==> src/rtl/esc_wd_pkg.sv <==
package esc_wd_pkg;
    // Bits needed to hold values 0..n inclusive.
    function automatic int unsigned bits_for(int unsigned n);
        return (n < 2) ? 1 : $clog2(n + 1);
    endfunction
endpackage

==> src/rtl/esc_wd_timer.sv <==
module esc_wd_timer
    import esc_wd_pkg::*;
#(
    parameter int unsigned TIMEOUT_CYC = 16
) (
    input  logic clk,
    input  logic rst_n,
    input  logic run_i,
    input  logic kick_i,
    output logic expire_o
);
    localparam int unsigned TW = bits_for(TIMEOUT_CYC);

    typedef struct packed {
        logic [TW-1:0] cnt;
    } tmr_t;

    tmr_t tmr_d, tmr_q;

    always_comb begin
        tmr_d    = tmr_q;
        expire_o = run_i && !kick_i && (tmr_q.cnt == TW'(TIMEOUT_CYC - 1));
        if (!run_i || kick_i || expire_o) begin
            tmr_d.cnt = '0;
        end else begin
            tmr_d.cnt = tmr_q.cnt + 1'b1;
        end
    end

    always_ff @(posedge clk or negedge rst_n) begin
        if (!rst_n) tmr_q <= '0;
        else        tmr_q <= tmr_d;
    end

    // the idle count never passes the window
    a_r2_timer_bound: assert property (@(posedge clk) disable iff (!rst_n)
        tmr_q.cnt <= TW'(TIMEOUT_CYC - 1));
    // the window is held at zero while not running
    a_r4_timer_held: assert property (@(posedge clk) disable iff (!rst_n)
        !run_i |=> tmr_q.cnt == '0);
endmodule

==> src/rtl/esc_wd_pulse.sv <==
module esc_wd_pulse
    import esc_wd_pkg::*;
#(
    parameter int unsigned PULSE_LEN = 4
) (
    input  logic clk,
    input  logic rst_n,
    input  logic start_i,
    output logic busy_o
);
    localparam int unsigned PW = bits_for(PULSE_LEN);

    typedef struct packed {
        logic          busy;
        logic [PW-1:0] cnt;
    } pls_t;

    pls_t pls_d, pls_q;

    always_comb begin
        pls_d = pls_q;
        if (pls_q.busy) begin
            if (pls_q.cnt == PW'(PULSE_LEN - 1)) begin
                pls_d.busy = 1'b0;
                pls_d.cnt  = '0;
            end else begin
                pls_d.cnt = pls_q.cnt + 1'b1;
            end
        end else if (start_i) begin
            pls_d.busy = 1'b1;
            pls_d.cnt  = '0;
        end
    end

    always_ff @(posedge clk or negedge rst_n) begin
        if (!rst_n) pls_q <= '0;
        else        pls_q <= pls_d;
    end

    assign busy_o = pls_q.busy;

    // the pulse is not cut short
    a_r4_pulse_hold: assert property (@(posedge clk) disable iff (!rst_n)
        pls_q.busy && (pls_q.cnt != PW'(PULSE_LEN - 1)) |=> pls_q.busy);
    // the pulse ends only after its full length
    a_r4_pulse_end: assert property (@(posedge clk) disable iff (!rst_n)
        $fell(pls_q.busy) |-> $past(pls_q.cnt) == PW'(PULSE_LEN - 1));
    // no new request arrives while a pulse is running
    a_r4_no_restart: assert property (@(posedge clk) disable iff (!rst_n)
        start_i |-> !pls_q.busy);
endmodule

==> src/rtl/esc_wd_ladder.sv <==
module esc_wd_ladder
    import esc_wd_pkg::*;
#(
    parameter int unsigned TIMEOUT_CYC = 16,
    parameter int unsigned RETRY_LIMIT = 3,
    localparam int unsigned CNT_W = bits_for(RETRY_LIMIT)
) (
    input  logic             clk,
    input  logic             rst_n,
    input  logic             expire_i,
    input  logic             run_i,
    input  logic             clear_i,
    output logic             fire_o,
    output logic             latched_o,
    output logic [CNT_W-1:0] count_o
);
    localparam int unsigned HW = bits_for(TIMEOUT_CYC);

    typedef struct packed {
        logic             latched;
        logic [CNT_W-1:0] count;
        logic [HW-1:0]    health;
    } lad_t;

    lad_t lad_d, lad_q;
    logic at_limit;

    always_comb begin
        lad_d    = lad_q;
        at_limit = (lad_q.count == CNT_W'(RETRY_LIMIT));
        fire_o   = expire_i && !at_limit && !lad_q.latched;
        if (lad_q.latched) begin
            lad_d.health = '0;
            if (clear_i) begin
                lad_d.latched = 1'b0;
                lad_d.count   = '0;
            end
        end else if (expire_i) begin
            lad_d.health = '0;
            if (at_limit) lad_d.latched = 1'b1;
            else          lad_d.count   = lad_q.count + 1'b1;
        end else if (run_i) begin
            if (lad_q.health == HW'(TIMEOUT_CYC - 1)) begin
                lad_d.count = '0;
            end else begin
                lad_d.health = lad_q.health + 1'b1;
            end
        end else begin
            lad_d.health = '0;
        end
    end

    always_ff @(posedge clk or negedge rst_n) begin
        if (!rst_n) lad_q <= '0;
        else        lad_q <= lad_d;
    end

    assign latched_o = lad_q.latched;
    assign count_o   = lad_q.count;

    // the counter stays within the limit
    a_r5_count_bound: assert property (@(posedge clk) disable iff (!rst_n)
        lad_q.count <= CNT_W'(RETRY_LIMIT));
    // the latch sets only from a timeout at the limit
    a_r7_latch_cause: assert property (@(posedge clk) disable iff (!rst_n)
        $rose(lad_q.latched) |-> $past(expire_i) && lad_q.count == CNT_W'(RETRY_LIMIT));
    // the latch holds until a clear
    a_r8_latch_hold: assert property (@(posedge clk) disable iff (!rst_n)
        lad_q.latched && !clear_i |=> lad_q.latched);
    // no timeout is reported while latched
    a_r8_no_expire_latched: assert property (@(posedge clk) disable iff (!rst_n)
        lad_q.latched |-> !expire_i);
endmodule

==> src/rtl/esc_wd_supervisor.sv <==
module esc_wd_supervisor
    import esc_wd_pkg::*;
#(
    parameter int unsigned TIMEOUT_CYC = 16,
    parameter int unsigned PULSE_LEN   = 4,
    parameter int unsigned RETRY_LIMIT = 3,
    localparam int unsigned CNT_W = bits_for(RETRY_LIMIT)
) (
    input  logic             clk,
    input  logic             rst_n,
    input  logic             kick_i,
    input  logic             fault_clr_i,
    output logic             unit_rst_o,
    output logic             soft_err_n_o,
    output logic [CNT_W-1:0] rst_count_o
);
    logic run, expire, fire, busy, latched;

    assign run = !busy && !latched;

    esc_wd_timer #(.TIMEOUT_CYC(TIMEOUT_CYC)) u_timer (
        .clk(clk), .rst_n(rst_n), .run_i(run), .kick_i(kick_i), .expire_o(expire)
    );

    esc_wd_pulse #(.PULSE_LEN(PULSE_LEN)) u_pulse (
        .clk(clk), .rst_n(rst_n), .start_i(fire), .busy_o(busy)
    );

    esc_wd_ladder #(.TIMEOUT_CYC(TIMEOUT_CYC), .RETRY_LIMIT(RETRY_LIMIT)) u_ladder (
        .clk(clk), .rst_n(rst_n), .expire_i(expire), .run_i(run), .clear_i(fault_clr_i),
        .fire_o(fire), .latched_o(latched), .count_o(rst_count_o)
    );

    assign unit_rst_o   = busy;
    assign soft_err_n_o = !latched;

    // no recovery pulse while the soft fault is latched
    a_r8_no_pulse_latched: assert property (@(posedge clk) disable iff (!rst_n)
        !soft_err_n_o |-> !unit_rst_o);
    // each new pulse comes with a count step of one
    a_r5_count_step: assert property (@(posedge clk) disable iff (!rst_n)
        $rose(unit_rst_o) |-> rst_count_o == $past(rst_count_o) + 1'b1);
endmodule

==> config.mk <==
export PLATFORM = sky130hd
export DESIGN_NAME = esc_wd_supervisor
export DESIGN_NICKNAME = d
export VERILOG_FILES = /design/src/rtl/esc_wd_pkg.sv /design/src/rtl/esc_wd_timer.sv /design/src/rtl/esc_wd_pulse.sv /design/src/rtl/esc_wd_ladder.sv /design/src/rtl/esc_wd_supervisor.sv
export SDC_FILE = /design/constraint.sdc
export NUM_CORES = 1
export LEC_CHECK = 0
export BUFFER_PORTS_ARGS = -buffer_cell sky130_fd_sc_hd__buf_2
export CAP_MARGIN = 10
export CORE_MARGIN = 8
export CORE_UTILIZATION = 30
export CTS_CLUSTER_SIZE = 12
export DETAILED_ROUTE_END_ITERATION = 7
export PLACE_DENSITY_LB_ADDON = 0.2
export SKIP_LAST_GASP = 1
export SYNTH_ARGS = -nofsm -noshare
export SYNTH_HDL_FRONTEND = slang
export SYNTH_SLANG_ARGS = --single-unit
==> constraint.sdc <==
create_clock -name clk -period 1.95 [get_ports clk]
set_input_delay 0.195 -clock clk [delete_from_list [all_inputs] [get_ports clk]]
set_output_delay 0.195 -clock clk [all_outputs]
set_load 0.02 [all_outputs]
# Word-level counts from Yosys, hierarchy flattened
# Cells that the tools add are included.
totals:
  regBits: 17
op_classes:
  add_sub_neg: 4
  n_eq_ne: 7
  mux: 15
  n_reduce_logical: 16
op_table:
  columns: ["operator", "count"]
  rows:
  - ["$mux 5", 3]
  - ["$add 5x1->5 const B", 2]
  - ["$eq 5x4->1 const B", 2]
  - ["$mux 4", 2]
  - ["$mux 8", 1]
  - ["$mux 7", 1]
  - ["$mux 2", 3]
  - ["$mux 3", 2]
  - ["$reduce_bool 3->1", 2]
  - ["$logic_and 1x1->1", 5]
  - ["$logic_not 1->1", 5]
  - ["$ne 4x2->1 const B", 1]
  - ["$reduce_and 4->1", 1]
  - ["$add 3x1->3 const B", 1]
  - ["$eq 3x2->1 const B", 1]
  - ["$mux 1", 3]
  - ["$ne 3x3->1 const B", 1]
  - ["$add 2x1->2 const B", 1]
  - ["$eq 2x2->1 const B", 1]
  - ["$logic_or 1x1->1", 2]
  - ["$ne 2x2->1 const B", 1]
  - ["$reduce_bool 2->1", 1]

# Longest topological paths before layout
# Gate-level depths: netlist of run 1.
logic_depth:
  word_depth: 8
  mapped_depth: 7

# Cells and area by module
# A second synthesis of run 1 with hierarchy kept.
unflattened:
  hier_cells: 80
  hier_area_um2: 864.6
modules_own_cells:
  columns: ["mod", "n_inst", "cells_per_inst", "area_each_um2"]
  rows:
  - ["esc_wd_ladder", 1, 43, 432.9]
  - ["esc_wd_timer", 1, 21, 245.2]
  - ["esc_wd_pulse", 1, 14, 178.9]
  - ["esc_wd_supervisor", 1, 2, 7.5]

# Worst setup path before layout of run 1
# OpenSTA, ideal clock, no wires.
synth_path:
  path_type: "reg2reg"
  from: "reg u_ladder.lad_q[0] (netlist bit)"
  to: "reg u_ladder.lad_q, in the netlist u_ladder.count_o[1]"
  arrival_time_ns: 1.587
  required_ns: 1.863
  path_slack_ns: 0.276
  path_stages_with_launch: 7
  path_buffers: 1
  period_less_slack_ns: 1.674
  cell_sequence: "dfrtp_1 -> ha_1 -> and3_1 -> ha_1 -> clkbuf_1 -> o311a_1 -> o211ai_1"
synth_between:
  elab_chain_len: 3
synth_lines:
  columns: ["item", "line", "rtl"]
  rows:
  - ["from (decl)", "esc_wd_ladder.sv:25", "lad_t lad_d, lad_q;"]
  - ["from (signal assigned)", "esc_wd_ladder.sv:55", "else lad_q <= lad_d;"]
  - ["$eq 5x4->1", "esc_wd_ladder.sv:43", "if (lad_q.health == HW'(TIMEOUT_CYC - 1)) begin"]
  - ["$reduce_bool 3->1 (no line)", null, null]
  - ["$reduce_and 4->1 (no line)", null, null]
# Every way passes these cells.
# A chain may end at the register's enable or synchronous reset.

# Worst setup path after layout of run 1
layout_path:
  from: "reg u_timer.tmr_q[0] (netlist bit)"
  to: "reg u_pulse.pls_q[0] (netlist bit)"
layout_between:
  elab_chain_len: 5
layout_lines:
  columns: ["item", "line", "rtl"]
  rows:
  - ["from (decl)", "esc_wd_timer.sv:18", "tmr_t tmr_d, tmr_q;"]
  - ["from (signal assigned)", "esc_wd_timer.sv:32", "else tmr_q <= tmr_d;"]
  - ["$eq 5x4->1", "esc_wd_timer.sv:22", "expire_o = run_i && !kick_i && (tmr_q.cnt == TW'(TIMEOUT_CYC - 1));"]
  - ["$logic_and 1x1->1", "esc_wd_timer.sv:22", null]
  - ["$logic_and 1x1->1 (2 in a row)", "esc_wd_ladder.sv:31", "fire_o = expire_i && !at_limit && !lad_q.latched;"]
  - ["$reduce_bool 2->1 (no line)", null, null]
  - ["to (signal assigned)", "esc_wd_pulse.sv:37", "else pls_q <= pls_d;"]
  - ["to (decl)", "esc_wd_pulse.sv:18", "pls_t pls_d, pls_q;"]
# Every way passes these cells.

==> results of run 1 <==
==> registers in the layout, summed over array words and instances, names as in the netlist <==
name and count:
u_ladder.count_o 2, u_ladder.lad_q 5, u_ladder.latched_o 1, u_pulse.busy_o 1
u_pulse.pls_q 3, u_timer.tmr_q 5
==> power by group through the flow <==
stage,Clock [mW],Sequential [mW],Combinational (mW)
finish,0.189,0.500,0.307
detailed placement,0,0.509,0.310
global route,0.210,0.517,0.359
floorplan,0,0.495,0.273
global placement,0,0.507,0.309
CTS,0.200,0.501,0.316
==> final cells by class <==
cell class | instances | share of cell area
clock buffer | 4 | 0.0275
sequential | 17 | 0.444
timing repair buffer | 9 | 0.0549
multi-input combinational | 56 | 0.405
tap | 31 | 0.0405
inverter | 7 | 0.0275
==> critical path: cells and delay by family (launching register included) <==
family	cells	cell delay, ns
AOI/OAI and AO/OA	1	0.31
DFF	1	0.40
adders and majority gates	2	0.42
muxes	1	0.22
and+or+nand+nor	2	0.38
==> cells in the mapped netlist (3+ instances only) <==
master and instances:
sky130_fd_sc_hd__ha_1 6, sky130_fd_sc_hd__nand2_1 5, sky130_fd_sc_hd__inv_1 7, sky130_fd_sc_hd__xor2_1 3, sky130_fd_sc_hd__dfrtp_1 17, sky130_fd_sc_hd__nor2_1 14
==> worst paths after layout <==
path | start | endpoint | slack [ns] | depth (start not counted)
worst min-delay path | fault_clr_i | u_ladder.latched_o | 0.20 | 3
worst min register to register | u_timer.tmr_q[0] | u_timer.tmr_q[0] | 0.46 | 1
min in group asynchronous | rst_n | u_ladder.lad_q[3] | 0.34 | 2
worst max register to register | u_timer.tmr_q[0] | u_pulse.pls_q[0] | 0.17 | 6
max in group asynchronous | rst_n | u_pulse.pls_q[0] | 1.32 | 2
worst max-delay path | u_timer.tmr_q[0] | u_pulse.pls_q[0] | 0.17 | 6
==> metal layers <==
layer / up-vias / track usage / wire length (um)
li1: 300 / - / -
met1: 284 / 0.0664 / 651
met2: 9 / 0.0985 / 615
met3: 0 / 0.0358 / 87
met4: 0 / 0.0134 / 0
met5: - / 0 / 0
==> cell families after synthesis <==
kind of cell / count (synthesis) / share of synthesized area
XOR/XNOR: 5 / 0.0504
flip-flops: 17 / 0.489
multiplexers: 3 / 0.0374
AO/OA/AOI/OAI: 9 / 0.0748
buffers and inverters: 11 / 0.0647
AND/OR/NAND/NOR: 33 / 0.197
adder cells (fa/ha/maj): 6 / 0.0863
==> per-stage QoR <==
step | cells | setup WS, ns | cell area [um2] | util
2_1_floorplan | 84 | 0.276 | 870 | -
3_3_place_gp | 119 | 0.211 | 921 | 0.334
3_5_place_dp | 119 | 0.176 | 921 | 0.334
4_1_cts | 124 | 0.166 | 957 | 0.347
5_1_grt | 124 | 0.0511 | 957 | 0.347
6_report | 124 | 0.175 | 957 | 0.347
==> repair_timing <==
action,CTS,global route
hold buffers,1,0
hold endpoints to repair,17,0
setup buffers,0,0
==> metrics.txt, run 1 <==
# TYPE chip_impl_metric gauge
chip_impl_info{name="status",value="completed"} 1
chip_impl_metric{name="io_buffers",unit=""} 7
chip_impl_metric{name="ff_latch_area",unit="um2"} 425
chip_impl_metric{name="fillerInstances",unit=""} 292
chip_impl_metric{name="drt-initial-drc-count",unit=""} 11
chip_impl_info{name="critPathKind",value="flip-flop to flip-flop"} 1
chip_impl_info{name="grt_setup_unrepaired",value="false"} 1
chip_impl_metric{name="synth_area",unit="um2"} 870
chip_impl_metric{name="p_comb_frac",unit=""} 0.308
chip_impl_metric{name="count_of_endpoints_failing_hold_in_the_final_timing_report",unit=""} 0
chip_impl_metric{name="max_cap_violation_count",unit=""} 0
chip_impl_metric{name="vias_per_cell",unit=""} 4.78
chip_impl_metric{name="routed_wire_length_per_instance",unit="um"} 10.9
chip_impl_info{name="cp_cell_sequence",value="ha_1 -> and3_1 -> ha_1 -> nor2b_2 -> a21oi_1 -> mux2_2"} 1
chip_impl_metric{name="setup_tns",unit="ns"} 0
chip_impl_info{name="critical-path-top-cell-by-count",value="sky130_fd_sc_hd__ha_1"} 1
chip_impl_metric{name="number_of_diodes_added_for_antenna_fixing",unit=""} 0
chip_impl_metric{name="floorplan.rows",unit=""} 19
chip_impl_metric{name="antenna_left",unit=""} 0
chip_impl_metric{name="setup-violations-final",unit=""} 0
chip_impl_metric{name="clk_transition_reported_paths",unit="ns"} 0.10
chip_impl_metric{name="wl_final",unit="mm"} 1.35
chip_impl_info{name="layout_common_cells",value="sky130_fd_sc_hd__dfrtp_1 (17), sky130_fd_sc_hd__nor2_1 (14), sky130_fd_sc_hd__inv_1 (7), sky130_fd_sc_hd__buf_2 (7), sky130_fd_sc_hd__ha_1 (6)"} 1
chip_impl_metric{name="syn_inst",unit=""} 84
chip_impl_metric{name="ir_drop_worst_vdd",unit="mV"} 0.524
chip_impl_metric{name="seq_power_share",unit=""} 0.502
chip_impl_metric{name="power.share.clock",unit=""} 0.190
chip_impl_metric{name="synth.net_count",unit=""} 94
chip_impl_metric{name="synthDistinctLibCells",unit=""} 30
chip_impl_info{name="tritoncts",value="done"} 1
chip_impl_metric{name="globalplace.congestion",unit=""} 0.746
chip_impl_metric{name="globalRouteOverflowTotal",unit=""} 0
chip_impl_info{name="synth.top_cells.by_area",value="sky130_fd_sc_hd__dfrtp_1 (49%), sky130_fd_sc_hd__ha_1 (8.6%), sky130_fd_sc_hd__nor2_1 (6.0%)"} 1
chip_impl_metric{name="dpl_hpwl",unit="mm"} 1.03
chip_impl_metric{name="area_of_the_die",unit="mm2"} 0.00488
chip_impl_metric{name="synthesis.area_per_instance",unit="um2"} 10.4
chip_impl_metric{name="postSynth.asyncResetShare",unit=""} 1.00
chip_impl_metric{name="cp_slowest_stage_delay",unit="ns"} 0.40
chip_impl_metric{name="number_of_buffers_created_by_cts",unit=""} 3
chip_impl_metric{name="design.final.nets",unit=""} 104
chip_impl_metric{name="fin_worst_hold_slack",unit="ns"} 0.197
chip_impl_metric{name="cts_num_sinks",unit=""} 17
chip_impl_metric{name="design_power_total",unit="mW"} 0.996
chip_impl_metric{name="p_int",unit="mW"} 0.665
chip_impl_metric{name="powerDensity",unit="mW/mm2"} 1040
chip_impl_metric{name="design.portCount",unit=""} 8
chip_impl_info{name="final_common_cell",value="sky130_fd_sc_hd__dfrtp_1"} 1
chip_impl_metric{name="grt_max_degree",unit=""} 18
chip_impl_metric{name="grt_antenna_before_repair",unit=""} 0
chip_impl_metric{name="period_minus_slack",unit="ns"} 1.78
chip_impl_metric{name="grt_util_overall",unit=""} 0.0607
chip_impl_metric{name="global_route_wire_length_before_repair",unit="mm"} 2.48
chip_impl_metric{name="die_y",unit="um"} 69.8
chip_impl_metric{name="timing.clock.skew",unit="ns"} 0.0105
chip_impl_metric{name="p_sw_frac",unit=""} 0.333
chip_impl_metric{name="drc",unit=""} 0
chip_impl_metric{name="slew_violations",unit=""} 0
chip_impl_metric{name="ctsResizeCount",unit=""} 0
chip_impl_metric{name="clock_latency",unit="ns"} 0.29
chip_impl_metric{name="static-leakage-power",unit="nW"} 0.465
chip_impl_metric{name="required",unit="ns"} 2.18
chip_impl_metric{name="synth_sequential_area_ratio",unit=""} 0.489
chip_impl_info{name="worst_hold_class",value="primary input to flip-flop"} 1
chip_impl_metric{name="timing.final.crit_share",unit=""} 0.910
chip_impl_info{name="timing.critical_path.slowest_stage_cell",value="sky130_fd_sc_hd__dfrtp_1"} 1
chip_impl_metric{name="htreeDepth",unit=""} 1
chip_impl_info{name="synth_top_flop_cell",value="sky130_fd_sc_hd__dfrtp_1"} 1
chip_impl_info{name="clk_root_buffer_cell",value="sky130_fd_sc_hd__clkbuf_4"} 1
chip_impl_metric{name="detail_route.first_pass.iterations",unit=""} 2
chip_impl_metric{name="multi_input_area",unit="um2"} 388
chip_impl_metric{name="core_area",unit="mm2"} 0.00276
chip_impl_metric{name="crit_arrival",unit="ns"} 2.00
chip_impl_metric{name="floorplan.initialDensity",unit=""} 0.315
chip_impl_info{name="crit_path_end_kind",value="flip-flop"} 1
chip_impl_metric{name="postSynthRegisterBits",unit=""} 17
chip_impl_metric{name="max_clock_freq",unit="MHz"} 563
chip_impl_metric{name="yosysWarningCount",unit=""} 0
chip_impl_metric{name="grt_pass1_vias",unit=""} 588
chip_impl_metric{name="netSwitchingPower",unit="mW"} 0.332
chip_impl_metric{name="die_width",unit="um"} 69.8
chip_impl_metric{name="crit_path_max_fanout",unit=""} 5
chip_impl_metric{name="relSlewSlack",unit=""} 0.743
chip_impl_metric{name="area_growth",unit="%"} 10.1
chip_impl_info{name="crit_path_start_kind",value="flip-flop"} 1
chip_impl_metric{name="cts-root-to-sink-buffers",unit=""} 2
chip_impl_info{name="yosys.area.top_type",value="sky130_fd_sc_hd__dfrtp_1"} 1
chip_impl_metric{name="drive_gt1_frac",unit=""} 0.161
chip_impl_metric{name="vias",unit=""} 593
chip_impl_metric{name="max_slew.worst_pin.slew",unit="ns"} 0.386
chip_impl_metric{name="synth-edff-count",unit=""} 0
chip_impl_metric{name="yosys.area.top_type_share",unit=""} 0.489
No activity file was read; power rests on OpenSTA's default activity.
==> run 2, diff against run 1 <==
- CAP_MARGIN: 10 -> 15
- CORE_ASPECT_RATIO: default -> 0.7
==> metrics.txt, run 2 (same netlist as run 1, synthesis figures left out) <==
# TYPE chip_impl_metric gauge
chip_impl_metric{name="number_of_buffers_created_by_cts",unit=""} 3
chip_impl_info{name="layout_common_cells",value="sky130_fd_sc_hd__dfrtp_1 (17), sky130_fd_sc_hd__nor2_1 (14), sky130_fd_sc_hd__inv_1 (7), sky130_fd_sc_hd__buf_2 (7), sky130_fd_sc_hd__ha_1 (6)"} 1
chip_impl_metric{name="antenna_left",unit=""} 0
chip_impl_info{name="rr_endpoint",value="u_ladder.count_o[0]"} 1
chip_impl_metric{name="max_slew.worst_pin.slew",unit="ns"} 0.630
chip_impl_info{name="critical-path-top-cell-by-count",value="sky130_fd_sc_hd__ha_1"} 1
chip_impl_info{name="critPathKind",value="flip-flop to flip-flop"} 1
chip_impl_metric{name="clock_latency",unit="ns"} 0.25
chip_impl_metric{name="setup-violations-final",unit=""} 0
chip_impl_metric{name="reg2reg_slack",unit="ns"} 0.14
chip_impl_info{name="grt_setup_unrepaired",value="false"} 1
chip_impl_metric{name="timing.clock.skew",unit="ns"} 0.00155
chip_impl_info{name="worst_setup_path_startpoint",value="u_ladder.lad_q[0]"} 1
chip_impl_metric{name="io_buffers",unit=""} 7
chip_impl_info{name="tritoncts",value="done"} 1
chip_impl_metric{name="grt_pass1_vias",unit=""} 571
chip_impl_metric{name="powerDensity",unit="mW/mm2"} 1110
chip_impl_metric{name="static-leakage-power",unit="nW"} 0.467
chip_impl_metric{name="grt_max_degree",unit=""} 18
chip_impl_metric{name="drt-initial-drc-count",unit=""} 45
chip_impl_metric{name="die_y",unit="um"} 61.0
chip_impl_metric{name="design.final.nets",unit=""} 103
chip_impl_metric{name="vias_per_cell",unit=""} 4.59
chip_impl_info{name="worst_setup_path_endpoint",value="u_ladder.count_o[0]"} 1
chip_impl_info{name="final_common_cell",value="sky130_fd_sc_hd__dfrtp_1"} 1
chip_impl_info{name="critical_path.reg2reg.startpoint",value="u_ladder.lad_q[0]"} 1
chip_impl_metric{name="required",unit="ns"} 2.11
chip_impl_metric{name="max_cap_violation_count",unit=""} 0
chip_impl_metric{name="crit_path_max_fanout",unit=""} 7
chip_impl_info{name="top_regs",value="u_ladder.lad_q (5), u_timer.tmr_q (5), u_pulse.pls_q (3)"} 1
chip_impl_metric{name="crit_arrival",unit="ns"} 1.97
chip_impl_metric{name="number_of_diodes_added_for_antenna_fixing",unit=""} 0
chip_impl_metric{name="timing.final.crit_share",unit=""} 0.926
chip_impl_metric{name="design.portCount",unit=""} 8
chip_impl_metric{name="core_area",unit="mm2"} 0.00278
chip_impl_info{name="top_delay_family_on_crit_path",value="compound AO/OA/AOI/OAI gates"} 1
chip_impl_metric{name="globalRouteOverflowTotal",unit=""} 0
chip_impl_metric{name="worst-path-stages",unit=""} 5
chip_impl_metric{name="global_route_wire_length_before_repair",unit="mm"} 2.66
chip_impl_info{name="crit_path_start_kind",value="flip-flop"} 1
chip_impl_metric{name="period_minus_slack",unit="ns"} 1.81
chip_impl_info{name="worst_hold_class",value="primary input to flip-flop"} 1
chip_impl_metric{name="cts_hold_repair.buffers",unit=""} 1
chip_impl_metric{name="slew_violations",unit=""} 0
chip_impl_metric{name="detail_route.first_pass.iterations",unit=""} 4
chip_impl_metric{name="clk_transition_reported_paths",unit="ns"} 0.06
chip_impl_metric{name="drive_gt1_frac",unit=""} 0.152
chip_impl_metric{name="globalplace.congestion",unit=""} 0.696
chip_impl_info{name="clk_root_buffer_cell",value="sky130_fd_sc_hd__clkbuf_8"} 1
chip_impl_metric{name="setup_tns",unit="ns"} 0
chip_impl_metric{name="vias",unit=""} 588
chip_impl_metric{name="max_clock_freq",unit="MHz"} 554
chip_impl_info{name="hold_crit_start",value="fault_clr_i"} 1
chip_impl_metric{name="grt_util_overall",unit=""} 0.0705
chip_impl_info{name="timing.critical_path.slowest_stage_cell",value="sky130_fd_sc_hd__dfrtp_1"} 1
chip_impl_metric{name="ir_drop_worst_vdd",unit="mV"} 0.332
chip_impl_metric{name="cts_num_sinks",unit=""} 17
chip_impl_metric{name="floorplan.rows",unit=""} 16
chip_impl_info{name="crit_path_end_kind",value="flip-flop"} 1
chip_impl_info{name="status",value="completed"} 1
chip_impl_metric{name="htreeDepth",unit=""} 1
chip_impl_metric{name="grt_antenna_before_repair",unit=""} 0
chip_impl_metric{name="buffering_stage_count_on_the_worst_path_with_inverters_included",unit=""} 0
chip_impl_metric{name="count_of_endpoints_failing_hold_in_the_final_timing_report",unit=""} 0
chip_impl_metric{name="area_of_the_die",unit="mm2"} 0.00490
chip_impl_metric{name="design_power_total",unit="mW"} 1.08
chip_impl_metric{name="routed_wire_length_per_instance",unit="um"} 12.1
chip_impl_metric{name="wl_final",unit="mm"} 1.54
chip_impl_metric{name="dpl_hpwl",unit="mm"} 1.15
chip_impl_metric{name="area_growth",unit="%"} 12.1
chip_impl_metric{name="cts-root-to-sink-buffers",unit=""} 2
chip_impl_metric{name="cp_slowest_stage_delay",unit="ns"} 0.43
chip_impl_metric{name="die_width",unit="um"} 80.4
chip_impl_metric{name="drc",unit=""} 0
chip_impl_metric{name="ctsResizeCount",unit=""} 0
chip_impl_metric{name="floorplan.initialDensity",unit=""} 0.312
chip_impl_info{name="cp_cell_sequence",value="ha_1 -> and3_1 -> ha_1 -> o311a_1 -> o211ai_1"} 1
chip_impl_metric{name="ff2ff_path_depth",unit=""} 5
chip_impl_metric{name="postCtsSetupBuffers",unit=""} 0
chip_impl_metric{name="relSlewSlack",unit=""} 0.574
## run 2: final cells by class
type	instances	area, um2
Clock buffer	4	45.0
Fill cell	294	1810
Inverter	7	26.3
Multi-Input combinational cell	56	388
Sequential cell	17	425
Tap cell	36	45.0
Timing Repair Buffer	8	45.0
## run 2: layer usage
layer	GRT usage	vias up	wire length [um]
met2	0.107	6	631
met5	0	-	0
met1	0.0876	281	833
met3	0.0306	2	68
li1	-	299	-
met4	0.0232	0	10
## run 2: metrics by stage
step,hold slack [ns],cells,setup WS [ns],area [um2],util
5_1_grt,0.277,128,0.0199,975,0.350
4_1_cts,0.263,128,0.149,975,0.350
3_3_place_gp,0.146,123,0.197,920,0.330
2_1_floorplan,-0.101,84,0.276,870,-
3_5_place_dp,0.147,123,0.162,920,0.330
6_report,0.265,128,0.144,975,0.350
## run 2: worst min-delay path: stages
cell	delay (ns)
sky130_fd_sc_hd__buf_2	0.10
sky130_fd_sc_hd__nand2b_1	0.12
sky130_fd_sc_hd__nand2_1	0.06
## run 2: how the worst min path moves through the flow
stage                          endpoint  cells after the start  slack, ns
global route           u_timer.tmr_q[4]                      3       0.28
floorplan           u_ladder.count_o[0]                      0      -0.10
detailed placement     u_pulse.pls_q[0]                      1       0.15
CTS                  u_ladder.latched_o                      3       0.26
finish               u_ladder.latched_o                      3       0.27
global placement       u_pulse.pls_q[0]                      1       0.15
## run 2: power breakdown
part	total (mW)	leakage (nW)	switching, mW	internal (mW)
Combinational	0.315	0.222	0.164	0.151
Sequential	0.507	0.222	0.0718	0.436
Clock	0.256	0.0228	0.111	0.145
==> run 3, diff against run 2 <==
- ABC_AREA: default -> 1
==> metrics.txt, run 3 <==
# TYPE chip_impl_metric gauge
chip_impl_info{name="status",value="completed"} 1
chip_impl_metric{name="io_buffers",unit=""} 7
chip_impl_metric{name="vias_per_cell",unit=""} 4.21
chip_impl_metric{name="cts_num_sinks",unit=""} 17
chip_impl_info{name="cp_cell_sequence",value="ha_1 -> and3_1 -> ha_1 -> inv_1 -> nand2_1 -> nand2_1 -> nand2_1 -> nand3_1 -> nand2_1"} 1
chip_impl_metric{name="grt_util_overall",unit=""} 0.0645
chip_impl_metric{name="core_area",unit="mm2"} 0.00272
chip_impl_metric{name="drive_gt1_frac",unit=""} 0.142
chip_impl_metric{name="routed_wire_length_per_instance",unit="um"} 9.18
chip_impl_info{name="timing.critical_path.slowest_stage_cell",value="sky130_fd_sc_hd__dfrtp_1"} 1
chip_impl_metric{name="postSynthRegisterBits",unit=""} 17
chip_impl_info{name="netlist_top_cells_count",value="sky130_fd_sc_hd__dfrtp_1 (17), sky130_fd_sc_hd__nand2_1 (17), sky130_fd_sc_hd__nor2_1 (14)"} 1
chip_impl_metric{name="synthesis.area_per_instance",unit="um2"} 8.71
chip_impl_metric{name="vias",unit=""} 598
chip_impl_info{name="grt_setup_unrepaired",value="false"} 1
chip_impl_metric{name="clk_transition_reported_paths",unit="ns"} 0.06
chip_impl_metric{name="number_of_buffers_created_by_cts",unit=""} 3
chip_impl_metric{name="max_cap_violation_count",unit=""} 0
chip_impl_metric{name="static-leakage-power",unit="nW"} 0.498
chip_impl_metric{name="max_clock_freq",unit="MHz"} 610
chip_impl_info{name="critPathKind",value="flip-flop to flip-flop"} 1
chip_impl_metric{name="clock_latency",unit="ns"} 0.25
chip_impl_metric{name="syn_inst",unit=""} 96
chip_impl_info{name="synth.top_cells.by_area",value="sky130_fd_sc_hd__dfrtp_1 (51%), sky130_fd_sc_hd__ha_1 (9.0%), sky130_fd_sc_hd__nand2_1 (7.6%)"} 1
chip_impl_metric{name="max_slew.worst_pin.slew",unit="ns"} 0.370
chip_impl_metric{name="powerDensity",unit="mW/mm2"} 955
chip_impl_metric{name="drt-initial-drc-count",unit=""} 19
chip_impl_info{name="layout_common_cells",value="sky130_fd_sc_hd__nand2_1 (17), sky130_fd_sc_hd__dfrtp_1 (17), sky130_fd_sc_hd__nor2_1 (14)"} 1
chip_impl_metric{name="timing.clock.skew",unit="ns"} 0.00385
chip_impl_info{name="top_regs",value="u_ladder.lad_q (5), u_timer.tmr_q (5), u_pulse.pls_q (3)"} 1
chip_impl_metric{name="grt_pass1_vias",unit=""} 581
chip_impl_metric{name="postSynth.asyncResetShare",unit=""} 1.00
chip_impl_info{name="critical-path-top-cell-by-count",value="sky130_fd_sc_hd__nand2_1"} 1
chip_impl_metric{name="number_of_diodes_added_for_antenna_fixing",unit=""} 0
chip_impl_info{name="tritoncts",value="done"} 1
chip_impl_metric{name="relSlewSlack",unit=""} 0.753
chip_impl_metric{name="antenna_left",unit=""} 0
chip_impl_info{name="clk_root_buffer_cell",value="sky130_fd_sc_hd__clkbuf_8"} 1
chip_impl_metric{name="ctsResizeCount",unit=""} 0
chip_impl_metric{name="globalRouteOverflowTotal",unit=""} 0
chip_impl_info{name="crit_path_end_kind",value="flip-flop"} 1
chip_impl_info{name="worst_hold_class",value="primary input to flip-flop"} 1
chip_impl_metric{name="design.portCount",unit=""} 8
chip_impl_metric{name="area_growth",unit="%"} 14.4
chip_impl_metric{name="yosysWarningCount",unit=""} 0
chip_impl_metric{name="die_width",unit="um"} 79.1
chip_impl_metric{name="detail_route.first_pass.iterations",unit=""} 4
chip_impl_metric{name="synth-edff-count",unit=""} 0
chip_impl_metric{name="design.final.nets",unit=""} 117
chip_impl_metric{name="required",unit="ns"} 2.09
chip_impl_metric{name="synth_sequential_area_ratio",unit=""} 0.509
chip_impl_metric{name="yosys.area.top_type_share",unit=""} 0.509
chip_impl_metric{name="crit_arrival",unit="ns"} 1.78
chip_impl_metric{name="synthDistinctLibCells",unit=""} 21
chip_impl_metric{name="grt_max_degree",unit=""} 18
chip_impl_metric{name="floorplan.initialDensity",unit=""} 0.307
chip_impl_metric{name="synth.net_count",unit=""} 106
chip_impl_metric{name="area_of_the_die",unit="mm2"} 0.00476
chip_impl_metric{name="globalplace.congestion",unit=""} 0.751
chip_impl_metric{name="synth_area",unit="um2"} 836
chip_impl_metric{name="dpl_hpwl",unit="mm"} 1.04
chip_impl_metric{name="htreeDepth",unit=""} 1
chip_impl_metric{name="drc",unit=""} 0
chip_impl_metric{name="setup_tns",unit="ns"} 0
chip_impl_metric{name="design_power_total",unit="mW"} 0.913
chip_impl_metric{name="buffering_stage_count_on_the_worst_path_with_inverters_included",unit=""} 1
chip_impl_metric{name="timing.final.crit_share",unit=""} 0.840
chip_impl_info{name="yosys.area.top_type",value="sky130_fd_sc_hd__dfrtp_1"} 1
chip_impl_info{name="synth_top_flop_cell",value="sky130_fd_sc_hd__dfrtp_1"} 1
chip_impl_metric{name="setup-violations-final",unit=""} 0
chip_impl_metric{name="cts-root-to-sink-buffers",unit=""} 2
chip_impl_metric{name="die_y",unit="um"} 60.2
chip_impl_info{name="top_delay_family_on_crit_path",value="simple AND/OR/NAND/NOR gates"} 1
chip_impl_metric{name="grt_antenna_before_repair",unit=""} 0
chip_impl_metric{name="crit_path_max_fanout",unit=""} 5
chip_impl_metric{name="wl_final",unit="mm"} 1.30
chip_impl_metric{name="floorplan.rows",unit=""} 16
chip_impl_metric{name="global_route_wire_length_before_repair",unit="mm"} 2.38
chip_impl_metric{name="cp_slowest_stage_delay",unit="ns"} 0.39
chip_impl_metric{name="ir_drop_worst_vdd",unit="mV"} 0.443
chip_impl_metric{name="slew_violations",unit=""} 0
chip_impl_metric{name="count_of_endpoints_failing_hold_in_the_final_timing_report",unit=""} 0
chip_impl_info{name="crit_path_start_kind",value="flip-flop"} 1
chip_impl_metric{name="period_minus_slack",unit="ns"} 1.64
[run 3: kinds of logic after synthesis]
logic type,after synthesis,synth area share
DFF,17,0.509
adders and majority gates,6,0.0898
xor gates and xnor gates,2,0.0210
buffers and inverters,16,0.0808
AOI/OAI and AO/OA,8,0.0479
and+or+nand+nor,47,0.252
[run 3: per-layer routing]
| layer | global-route usage | vias up | routed length, um | share of wire |
|---|---|---|---|---|
| met1 | 0.0769 | 274 | 683 | 0.52 |
| met4 | 0.0157 | 0 | 0 | 0 |
| met5 | 0 | - | 0 | 0 |
| met2 | 0.0980 | 3 | 581 | 0.45 |
| li1 | - | 321 | - | - |
| met3 | 0.0360 | 0 | 38 | 0.029 |
[run 3: layout make-up]
cell class / instances / area, um2
flip-flops and latches: 17 / 425
multi-input cells: 63 / 343
repair buffers: 8 / 45.0
well taps: 36 / 45.0
fillers: 299 / 1770
clock buffers: 4 / 45.0
inverters: 14 / 52.6
[run 3: path summary, 6_finish.rpt]
check | start | end | slack, ns | cells past startpoint
max in group asynchronous | rst_n | u_timer.tmr_q[0] | 1.28 | 2
min | fault_clr_i | u_ladder.latched_o | 0.27 | 3
min reg2reg | u_pulse.pls_q[0] | u_pulse.pls_q[0] | 0.47 | 1
min in group asynchronous | rst_n | u_ladder.count_o[0] | 0.39 | 2
max reg2reg | u_ladder.lad_q[0] | u_ladder.count_o[1] | 0.31 | 9
max | u_ladder.lad_q[0] | u_ladder.count_o[1] | 0.31 | 9
[run 3: repair_timing]
item	in CTS	in global routing
endpoints found under the setup margin	0	0
endpoints found under the hold margin	17	0
hold buffers	1	0
setup buffers	0	0
[run 3: where the power goes]
group / internal, mW / switching, mW
clock: 0.145 / 0.108
sequential: 0.416 / 0.0412
combinational: 0.0940 / 0.109
[run 3: worst reg2reg max path, stage by stage, from the launching register on]
cell                      delay [ns]
sky130_fd_sc_hd__dfrtp_1        0.39
sky130_fd_sc_hd__ha_1           0.22
sky130_fd_sc_hd__and3_1         0.19
sky130_fd_sc_hd__ha_1           0.23
sky130_fd_sc_hd__inv_1          0.14
sky130_fd_sc_hd__nand2_1        0.06
sky130_fd_sc_hd__nand2_1        0.06
sky130_fd_sc_hd__nand2_1        0.09
sky130_fd_sc_hd__nand3_1        0.09
sky130_fd_sc_hd__nand2_1        0.05
[run 3: through the flow]
stage	instance area, um2	setup WS [ns]	std cells	hold slack (ns)	utilization
floorplan	836	0.475	96	-0.101	-
global placement	901	0.343	137	0.147	0.331
detailed placement	901	0.316	137	0.139	0.331
CTS	956	0.306	142	0.256	0.351
global route	956	0.181	142	0.298	0.351
finish	956	0.312	142	0.266	0.351
